File: config.mk
export PLATFORM = sky130hd
export DESIGN_NAME = cache_ctl_top
export DESIGN_NICKNAME = d
export VERILOG_FILES = /design/src/rtl/cache_ctl_pkg.sv /design/src/rtl/cc_regfile.sv /design/src/rtl/cc_flush_seq.sv /design/src/rtl/cc_cacheable_chk.sv /design/src/rtl/cache_ctl_top.sv
export SDC_FILE = /design/constraint.sdc
export NUM_CORES = 1
export LEC_CHECK = 0
export BUFFER_PORTS_ARGS = -buffer_cell sky130_fd_sc_hd__buf_2
export CAP_MARGIN = 20
export CORE_MARGIN = 10
export CORE_UTILIZATION = 44
export DETAILED_ROUTE_END_ITERATION = 7
export GPL_ROUTABILITY_DRIVEN = 0
export MAX_ROUTING_LAYER = met4
export PLACE_DENSITY_LB_ADDON = 0.1
export SYNTH_ARGS = -nofsm -noshare
export SYNTH_HDL_FRONTEND = slang
export SYNTH_SLANG_ARGS = --single-unit
export TNS_END_PERCENT = 30
File: constraint.sdc
create_clock -name clk -period 4.3 [get_ports clk]
set_input_delay 0.645 -clock clk [delete_from_list [all_inputs] [get_ports clk]]
set_output_delay 0.645 -clock clk [all_outputs]
set_load 0.02 [all_outputs]
File: src/rtl/cache_ctl_pkg.sv
package cache_ctl_pkg;

    typedef enum logic [1:0] {
        ASSOC_DIRECT = 2'd0,
        ASSOC_TWO    = 2'd1,
        ASSOC_FOUR   = 2'd2,
        ASSOC_RSVD   = 2'd3
    } assoc_e;

    typedef enum logic [1:0] {
        LINE_8B   = 2'd0,
        LINE_16B  = 2'd1,
        LINE_32B  = 2'd2,
        LINE_RSVD = 2'd3
    } line_e;

    typedef enum logic {
        SW_IDLE = 1'b0,
        SW_RUN  = 1'b1
    } sweep_state_e;

    localparam int LEN_W = 9;

    typedef struct packed {
        logic             flash_alt;
        logic             otp_cache;
        logic             clk_gate;
        logic             ram_wr;
        logic [LEN_W-1:0] len;
    } ctrl_word_t;

    localparam int CTRL_W = $bits(ctrl_word_t);

    localparam logic [7:0] OFS_CMD   = 8'h00;
    localparam logic [7:0] OFS_LINE  = 8'h04;
    localparam logic [7:0] OFS_ASSOC = 8'h08;
    localparam logic [7:0] OFS_CTRL  = 8'h20;

endpackage

File: src/rtl/cc_regfile.sv
module cc_regfile
    import cache_ctl_pkg::*;
#(
    parameter int REG_AW = 6,
    parameter int DW     = 32
) (
    input  logic              clk,
    input  logic              rst_n,
    input  logic [REG_AW-1:0] reg_addr,
    input  logic              reg_we,
    input  logic [DW-1:0]     reg_wdata,
    output logic [DW-1:0]     reg_rdata,
    output logic              flush_req,
    output assoc_e            assoc_q,
    output line_e             line_q,
    output ctrl_word_t        ctrl_q
);

    logic hit_cmd, hit_line, hit_assoc, hit_ctrl;

    always_comb begin
        hit_cmd   = (reg_addr == OFS_CMD[REG_AW-1:0]);
        hit_line  = (reg_addr == OFS_LINE[REG_AW-1:0]);
        hit_assoc = (reg_addr == OFS_ASSOC[REG_AW-1:0]);
        hit_ctrl  = (reg_addr == OFS_CTRL[REG_AW-1:0]);
    end

    // Self-clearing command: only the write strobe itself is seen.
    assign flush_req = reg_we && hit_cmd && reg_wdata[0];

    always_ff @(posedge clk or negedge rst_n) begin
        if (!rst_n) begin
            assoc_q <= ASSOC_FOUR;
            line_q  <= LINE_8B;
            ctrl_q  <= '0;
        end else if (reg_we) begin
            if (hit_line && (reg_wdata[1:0] != LINE_RSVD)) begin
                line_q <= line_e'(reg_wdata[1:0]);
            end
            if (hit_assoc && (reg_wdata[1:0] != ASSOC_RSVD)) begin
                assoc_q <= assoc_e'(reg_wdata[1:0]);
            end
            if (hit_ctrl) begin
                ctrl_q <= ctrl_word_t'(reg_wdata[CTRL_W-1:0]);
            end
        end
    end

    always_comb begin
        reg_rdata = '0;
        if (hit_line) begin
            reg_rdata[1:0] = line_q;
        end else if (hit_assoc) begin
            reg_rdata[1:0] = assoc_q;
        end else if (hit_ctrl) begin
            reg_rdata[CTRL_W-1:0] = ctrl_q;
        end
    end

    // a reserved code leaves the field unchanged
    a_r6_assoc_rsvd_kept: assert property (@(posedge clk) disable iff (!rst_n)
        (reg_we && hit_assoc && reg_wdata[1:0] == 2'd3) |=> $stable(assoc_q));
    a_r6_line_rsvd_kept: assert property (@(posedge clk) disable iff (!rst_n)
        (reg_we && hit_line && reg_wdata[1:0] == 2'd3) |=> $stable(line_q));
    // a configuration write lands on the next cycle
    a_r2_ctrl_written: assert property (@(posedge clk) disable iff (!rst_n)
        (reg_we && hit_ctrl) |=> (ctrl_q == $past(reg_wdata[CTRL_W-1:0])));

endmodule

File: src/rtl/cc_flush_seq.sv
module cc_flush_seq
    import cache_ctl_pkg::*;
#(
    parameter int ENTRIES = 256,
    localparam int IDX_W  = $clog2(ENTRIES)
) (
    input  logic             clk,
    input  logic             rst_n,
    input  logic             flush_req,
    output logic             busy,
    output logic             tag_we,
    output logic [IDX_W-1:0] tag_idx
);

    localparam logic [IDX_W-1:0] LAST = IDX_W'(ENTRIES - 1);

    sweep_state_e state_q, state_d;
    logic [IDX_W-1:0] idx_q;

    always_ff @(posedge clk or negedge rst_n) begin
        if (!rst_n) begin
            state_q <= SW_IDLE;
        end else begin
            state_q <= state_d;
        end
    end

    always_comb begin
        state_d = state_q;
        unique case (state_q)
            SW_IDLE: if (flush_req) state_d = SW_RUN;
            SW_RUN:  if (!flush_req && idx_q == LAST) state_d = SW_IDLE;
            default: state_d = SW_IDLE;
        endcase
    end

    always_ff @(posedge clk or negedge rst_n) begin
        if (!rst_n) begin
            idx_q <= '0;
        end else if (flush_req) begin
            idx_q <= '0;
        end else if (state_q == SW_RUN) begin
            idx_q <= (idx_q == LAST) ? '0 : idx_q + 1'b1;
        end
    end

    always_comb begin
        busy    = 1'b0;
        tag_we  = 1'b0;
        tag_idx = idx_q;
        unique case (state_q)
            SW_IDLE: begin
                busy   = 1'b0;
                tag_we = 1'b0;
            end
            SW_RUN: begin
                busy   = 1'b1;
                tag_we = 1'b1;
            end
            default: begin
                busy   = 1'b0;
                tag_we = 1'b0;
            end
        endcase
    end

    // one entry per cycle, ascending
    a_r3_idx_steps: assert property (@(posedge clk) disable iff (!rst_n)
        (busy && !flush_req && tag_idx != LAST) |=> (busy && tag_idx == $past(tag_idx) + 1'b1));
    // sweep ends after the last entry
    a_r3_sweep_ends: assert property (@(posedge clk) disable iff (!rst_n)
        (busy && !flush_req && tag_idx == LAST) |=> !busy);
    // any request (re)starts from entry 0
    a_r5_restart_zero: assert property (@(posedge clk) disable iff (!rst_n)
        flush_req |=> (busy && tag_idx == '0));

endmodule

File: src/rtl/cc_cacheable_chk.sv
module cc_cacheable_chk
    import cache_ctl_pkg::*;
#(
    parameter int            AW         = 32,
    parameter logic [AW-1:0] FLASH_BASE = 32'h1000_0000,
    parameter logic [AW-1:0] OTP_BASE   = 32'h0800_0000,
    parameter logic [AW-1:0] OTP_BYTES  = 32'h0001_0000,
    parameter int            UNIT_LG    = 16,
    parameter int            CAP_LG     = 24
) (
    input  logic [LEN_W-1:0] len,
    input  logic             otp_cache,
    input  logic             busy,
    input  logic [AW-1:0]    lk_addr,
    output logic             lk_cacheable
);

    localparam int WIN_W = LEN_W + 1 + UNIT_LG;
    localparam int CMP_W = (WIN_W > AW) ? WIN_W : AW;
    localparam logic [CMP_W-1:0] CAP = CMP_W'(1) << CAP_LG;

    logic [CMP_W-1:0] window, limit, flash_off, otp_off;
    logic             in_flash, in_otp;

    always_comb begin
        window    = CMP_W'({1'b0, len} + 1'b1) << UNIT_LG;
        limit     = (otp_cache && window > CAP) ? CAP : window;
        flash_off = CMP_W'(lk_addr - FLASH_BASE);
        otp_off   = CMP_W'(lk_addr - OTP_BASE);
        in_flash  = (lk_addr >= FLASH_BASE) && (flash_off < limit);
        in_otp    = otp_cache && (lk_addr >= OTP_BASE) && (otp_off < CMP_W'(OTP_BYTES));
        lk_cacheable = !busy && (len != '0) && (in_flash || in_otp);
    end

endmodule

File: src/rtl/cache_ctl_top.sv
module cache_ctl_top
    import cache_ctl_pkg::*;
#(
    parameter int            DATA_KB    = 8,
    parameter int            AW         = 32,
    parameter int            REG_AW     = 6,
    parameter logic [AW-1:0] FLASH_BASE = 32'h1000_0000,
    parameter logic [AW-1:0] OTP_BASE   = 32'h0800_0000,
    parameter logic [AW-1:0] OTP_BYTES  = 32'h0001_0000,
    localparam int           ENTRIES    = DATA_KB * 32,
    localparam int           IDX_W      = $clog2(ENTRIES)
) (
    input  logic              clk,
    input  logic              rst_n,
    input  logic [REG_AW-1:0] reg_addr,
    input  logic              reg_we,
    input  logic [31:0]       reg_wdata,
    output logic [31:0]       reg_rdata,
    input  logic [AW-1:0]     lk_addr,
    output logic              lk_cacheable,
    output logic              tag_we,
    output logic [IDX_W-1:0]  tag_idx,
    output logic              busy,
    output logic [1:0]        cfg_assoc,
    output logic [1:0]        cfg_line,
    output logic              cfg_ram_wr,
    output logic              cfg_clk_gate,
    output logic              cfg_otp_cache,
    output logic              cfg_flash_alt
);

    logic       flush_req;
    assoc_e     assoc_q;
    line_e      line_q;
    ctrl_word_t ctrl_q;

    cc_regfile #(.REG_AW(REG_AW), .DW(32)) u_regs (
        .clk       (clk),
        .rst_n     (rst_n),
        .reg_addr  (reg_addr),
        .reg_we    (reg_we),
        .reg_wdata (reg_wdata),
        .reg_rdata (reg_rdata),
        .flush_req (flush_req),
        .assoc_q   (assoc_q),
        .line_q    (line_q),
        .ctrl_q    (ctrl_q)
    );

    cc_flush_seq #(.ENTRIES(ENTRIES)) u_sweep (
        .clk       (clk),
        .rst_n     (rst_n),
        .flush_req (flush_req),
        .busy      (busy),
        .tag_we    (tag_we),
        .tag_idx   (tag_idx)
    );

    cc_cacheable_chk #(
        .AW         (AW),
        .FLASH_BASE (FLASH_BASE),
        .OTP_BASE   (OTP_BASE),
        .OTP_BYTES  (OTP_BYTES)
    ) u_chk (
        .len          (ctrl_q.len),
        .otp_cache    (ctrl_q.otp_cache),
        .busy         (busy),
        .lk_addr      (lk_addr),
        .lk_cacheable (lk_cacheable)
    );

    assign cfg_assoc     = assoc_q;
    assign cfg_line      = line_q;
    assign cfg_ram_wr    = ctrl_q.ram_wr;
    assign cfg_clk_gate  = ctrl_q.clk_gate;
    assign cfg_otp_cache = ctrl_q.otp_cache;
    assign cfg_flash_alt = ctrl_q.flash_alt;

    // a running sweep blocks caching
    a_r10_busy_blocks: assert property (@(posedge clk) disable iff (!rst_n)
        busy |-> !lk_cacheable);
    // zero length disables caching
    a_r7_len_zero_off: assert property (@(posedge clk) disable iff (!rst_n)
        (cfg_ram_wr == cfg_ram_wr && ctrl_q.len == '0) |-> !lk_cacheable);
    // command offset reads zero
    a_r4_cmd_reads_zero: assert property (@(posedge clk) disable iff (!rst_n)
        (reg_addr == OFS_CMD[REG_AW-1:0]) |-> (reg_rdata == '0));

endmodule

; Word-level counts from Yosys, hierarchy flattened
; Cells that the tools add are included.
; Widths: inputs -> output; s select.
[totals]
elab_cells = 57
ff_bits = 26
[classes]
muxes = 13
n_addsub = 4
reduce_logical = 20
bitwise = 1
n_lt_le_gt_ge = 5
n_eq_ne = 5
[ops]
columns = cell, count
row1 = $ge 32x28->1 const B, 1
row2 = $ge 32x29->1 const B, 1
row3 = $gt 32x25->1 const B, 1
row4 = $lt 32x17->1 const B, 1
row5 = $lt 32x32->1, 1
row6 = $mux 32, 1
row7 = $sub 32x28->32 const B, 1
row8 = $sub 32x29->32 const B, 1
row9 = $mux 8, 3
row10 = $mux 11, 2
row11 = $mux 13, 1
row12 = $logic_and 1x1->1, 11
row13 = $add 9x1->10 const B, 1
row14 = $reduce_bool 9->1, 1
row15 = $add 8x1->8 const B, 1
row16 = $eq 8x8->1 const B, 1
row17 = $eq 6x3->1 const B, 1
row18 = $eq 6x4->1 const B, 1
row19 = $eq 6x6->1 const B, 1
row20 = $logic_not 6->1, 1
row21 = $reduce_and 2->1, 3
row22 = $mux 2, 2
row23 = $pmux 1 s2, 2
row24 = $logic_not 1->1, 2
row25 = other kinds (5), 6

; Longest topological paths before layout
[logic_depth]
ltp_word = 8
depth_mapped = 12
ltp_nobuf = 12

; By module
; From an unflattened synthesis, not the netlist that was laid out.
[hier_totals]
cells_unflattened = 220
area_unflattened_um2 = 2098.3
[by_module_without_submodules]
columns = mod, cells_per_inst, seq_area_each_um2, area_each_um2, instances
row1 = cc_regfile, 90, 426.7, 1053.5, 1
row2 = cc_cacheable_chk, 81, 0.0, 585.6, 1
row3 = cc_flush_seq, 49, 225.2, 459.2, 1

; Least setup slack after synthesis
; OpenSTA, ideal clock, no wires.
[synth_path]
path_kind = flip-flop to output port
from = reg, netlist name u_regs.ctrl_q[0]
to = out lk_cacheable
required_time_ns = 3.655
n_path_buf = 0
slack_ns = 0.655
arrival_ns = 3.000
path_stages_with_launch = 13
cell_sequence = dfrtp_1 ha_1 nand4_1 o21ai_0 a31oi_1 o31a_1 nand2b_1 ha_1 a211oi_1 o21ai_0 a41oi_1 nor3_1 a21oi_1
[synth_between]
elab_chain_len = 8
[synth_rtl]
columns = item, line_no
row1 = $add 9x1->10, cc_cacheable_chk.sv:26  ; window = CMP_W'({1'b0, len} + 1'b1) << UNIT_LG;
row2 = $gt 32x25->1, cc_cacheable_chk.sv:27  ; limit = (otp_cache && window > CAP) ? CAP : window;
row3 = $logic_and 1x1->1, cc_cacheable_chk.sv:27
row4 = $mux 32, cc_cacheable_chk.sv:27
row5 = $lt 32x32->1, cc_cacheable_chk.sv:30  ; in_flash = (lk_addr >= FLASH_BASE) && (flash_off < limit);
row6 = $logic_and 1x1->1, cc_cacheable_chk.sv:30
row7 = $logic_or 1x1->1, cc_cacheable_chk.sv:32  ; lk_cacheable = !busy && (len != '0) && (in_flash || in_otp);
row8 = $logic_and 1x1->1 (*), cc_cacheable_chk.sv:32
row9 = "end, declared", cache_ctl_top.sv:20  ; output logic lk_cacheable,
; Mark *: on every way between the ends. The rest lies on a longest branch, timed or not.

; Worst setup path after layout
[layout_path]
from = reg, netlist name u_regs.ctrl_q[1]
to = out lk_cacheable
[layout_between]
elab_chain_len = 8
[layout_rtl]
columns = item, line_no
row1 = $add 9x1->10, cc_cacheable_chk.sv:26
row2 = $gt 32x25->1, cc_cacheable_chk.sv:27
row3 = $logic_and 1x1->1, cc_cacheable_chk.sv:27
row4 = $mux 32, cc_cacheable_chk.sv:27
row5 = $lt 32x32->1, cc_cacheable_chk.sv:30
row6 = $logic_and 1x1->1, cc_cacheable_chk.sv:30
row7 = $logic_or 1x1->1, cc_cacheable_chk.sv:32
row8 = $logic_and 1x1->1 (*), cc_cacheable_chk.sv:32
; Marks and branches as above.

==> flow_metrics.env <==
export IMPL_status="finished clean"
export IMPL_path_buf_inv=2
export IMPL_ys_seq_area_share_pct=31.6
export IMPL_cts_buffers=3
export IMPL_synth_cell_types=48
export IMPL_synth_warnings=0
export IMPL_synth_area_sq_um=2060
export IMPL_diodes=0
export IMPL_design_area_sq_um=2490
export IMPL_htreeDepth=1
export IMPL_path_delay_family="compound AO/OA/AOI/OAI gates"
export IMPL_crit_chain="ha_1 -> nand4_1 -> nor4b_4 -> a211oi_2 -> o31a_1 -> buf_4 -> nand2b_1 -> ha_1 -> a41oi_1 -> o21ai_0 -> a41oi_1 -> nor3_1 -> a21oi_1 -> buf_2"
export IMPL_clkTransAtPathRegs_ns=0.09
export IMPL_worst_path_max_fanout=8
export IMPL_whs_ns=0.360
export IMPL_clk_latency_ns=0.27
export IMPL_vdd_ir_drop_max_mv=0.411
export IMPL_skew_ns=0.00430
export IMPL_clockRootBuffer="clkbuf_8"
export IMPL_fmax_ghz=0.246
export IMPL_drt_first_pass_iters=4
export IMPL_crit_type="reg -> out"
export IMPL_dieArea_sq_um=7830
export IMPL_period_minus_slack_ns=4.06
export IMPL_grt_max_degree=27
export IMPL_drive_above_1_share_pct=34.9
export IMPL_core_area_sq_um=4440
export IMPL_final_cell_mix="buf_2, dfrtp_1, nor2_1"
export IMPL_grtUsageTotal_pct=12.9
export IMPL_required_ns=3.65
export IMPL_ant_nets=0
export IMPL_wl_um=5300
export IMPL_vias_per_cell=5.23
export IMPL_overflow=0
export IMPL_setup_violations=0
export IMPL_final_util_pct=56.1
export IMPL_maxSlewHeadroom_pct=60.8
export IMPL_finalHoldViolations=0
export IMPL_worst_pin_slew_ns=0.587
export IMPL_synth_ff_type="dfrtp_1"
export IMPL_syn_inst=231
export IMPL_grt_pass1_wl_um=8090
export IMPL_dp_cells=343
export IMPL_start_util_pct=46.5
export IMPL_die_h_um=88.5
export IMPL_dpl_hpwl_um=4280
export IMPL_synth_edff_count=0
export IMPL_mostFrequentLayoutCell="buf_2"
export IMPL_tritoncts="yes"
export IMPL_synthArstFlopShare_pct=100
export IMPL_ff2ff_setup_slack_ns=2.45
export IMPL_antenna_found_initial=0
export IMPL_fin_nets=385
export IMPL_rows=24
export IMPL_max_stage_delay_ns=0.47
export IMPL_avgSynthCellArea_sq_um=8.94
export IMPL_syn2layout_area_growth_pct=20.8
export IMPL_drv_cap=0
export IMPL_crit_arrival_ns=3.41
export IMPL_end_kind="output pin"
export IMPL_cpMaxStageDelayCell="dfrtp_2"
export IMPL_synth_top_area_share_pct=30.3
export IMPL_drc=0
export IMPL_yosys_area_top_type="dfrtp_1"
export IMPL_drv_slew=0
export IMPL_static_leakage_power_uw=0.00129
export IMPL_grt_pass1_vias=1785
export IMPL_clockBufferDepth=2
export IMPL_numPortBuffers=69
export IMPL_synth_seq_cells=26
export IMPL_dpl_cell_area_sq_um=2360
export IMPL_cts_sink_count=26
export IMPL_vias=1832
export IMPL_power_per_cell_area_nw_per_um2=392
export IMPL_start_kind="flip-flop"
export IMPL_ctsHoldBuffers=0
export IMPL_layoutNonFillerInstCount=350
export IMPL_synthTopCellsByArea="dfrtp_1, ha_1, buf_4"
export IMPL_hp_class="in -> async"
export IMPL_fin_crit_sh_pct=94.4
export IMPL_die_x_um=88.5
export IMPL_drtIter0Drc=80
export IMPL_wl_per_cell_um=15.2
export IMPL_num_io_pins=124
[power by group]
group / switching (uW) / internal [uW]
Combinational: 225 / 163
Clock: 78.8 / 125
Sequential: 83.6 / 304
[per-layer routing]
| layer | vias up | track usage, % | wire [um] |
|---|---|---|---|
| li1 | 913 | - | - |
| met1 | 857 | 14.6 | 2330 |
| met2 | 60 | 23.0 | 2580 |
| met3 | 2 | 3.58 | 383 |
| met4 | 0 | 1.32 | 17 |
| met5 | - | - | 0 |
[through the flow]
stage	total power [uW]	setup WS, ns	TNS [ns]
floorplan	665	0.655	0
global placement	766	0.280	0
detailed placement	771	0.257	0
global route	1050	-0.00584	-0.00584
finish	979	0.242	0
CTS	976	0.0152	0
[state kept, by name, indices dropped and copies added, names as in the netlist]
register,flops
u_sweep.tag_idx,8
u_regs.line_q,2
u_regs.ctrl_q,13
u_regs.assoc_q,2
u_sweep.state_q,1
[Yosys cell counts (4+ instances only)]
library cell,instances
nand4_1,4
nor4b_1,4
and2_1,12
xor2_1,4
nand2b_1,10
xnor2_1,5
nand3_1,9
buf_2,4
nand2_1,12
nor2_1,22
dfrtp_1,25
buf_4,20
nor3_1,6
ha_1,13
mux2_2,13
inv_1,9
o21ai_0,7
[path summary, 6_finish.rpt]
check                              startpoint            endpoint  depth (start not counted)
max in group asynchronous               rst_n    u_regs.ctrl_q[1]                          1
min in group clk            u_regs.assoc_q[1]   u_regs.assoc_q[1]                          2
max reg2reg                u_sweep.tag_idx[0]  u_sweep.tag_idx[4]                          6
min reg2reg                 u_regs.assoc_q[1]   u_regs.assoc_q[1]                          2
max                          u_regs.ctrl_q[1]        lk_cacheable                         14
min                                     rst_n  u_sweep.tag_idx[4]                          1
[layout make-up]
cell class	count	area, sq um
tap	52	65.1
inverter	9	33.8
clock inverter	1	30.0
multi-input combinational	186	1300
fill	414	1950
sequential	26	653
clock buffer	3	41.3
timing repair buffer	73	375
[cell families (layout without fill, tap and decap cells)]
group,count (synthesis),count (layout),share of synthesized area (%)
AND/OR/NAND/NOR,99,99,27.3
adder cells (fa/ha/maj),13,13,7.88
AO/OA/AOI/OAI,32,32,10.7
buffers and inverters,37,86,11.0
multiplexers,14,14,7.58
flip-flops,26,26,31.6
XOR/XNOR,9,9,3.82
other,1,19,0.182
[repair_timing]
action	in CTS	in global routing
buffers inserted	0	3
setup endpoints to repair	1	1
pin swaps	0	2
resized for setup	1	9
Power figures use the tool's default switching activity.
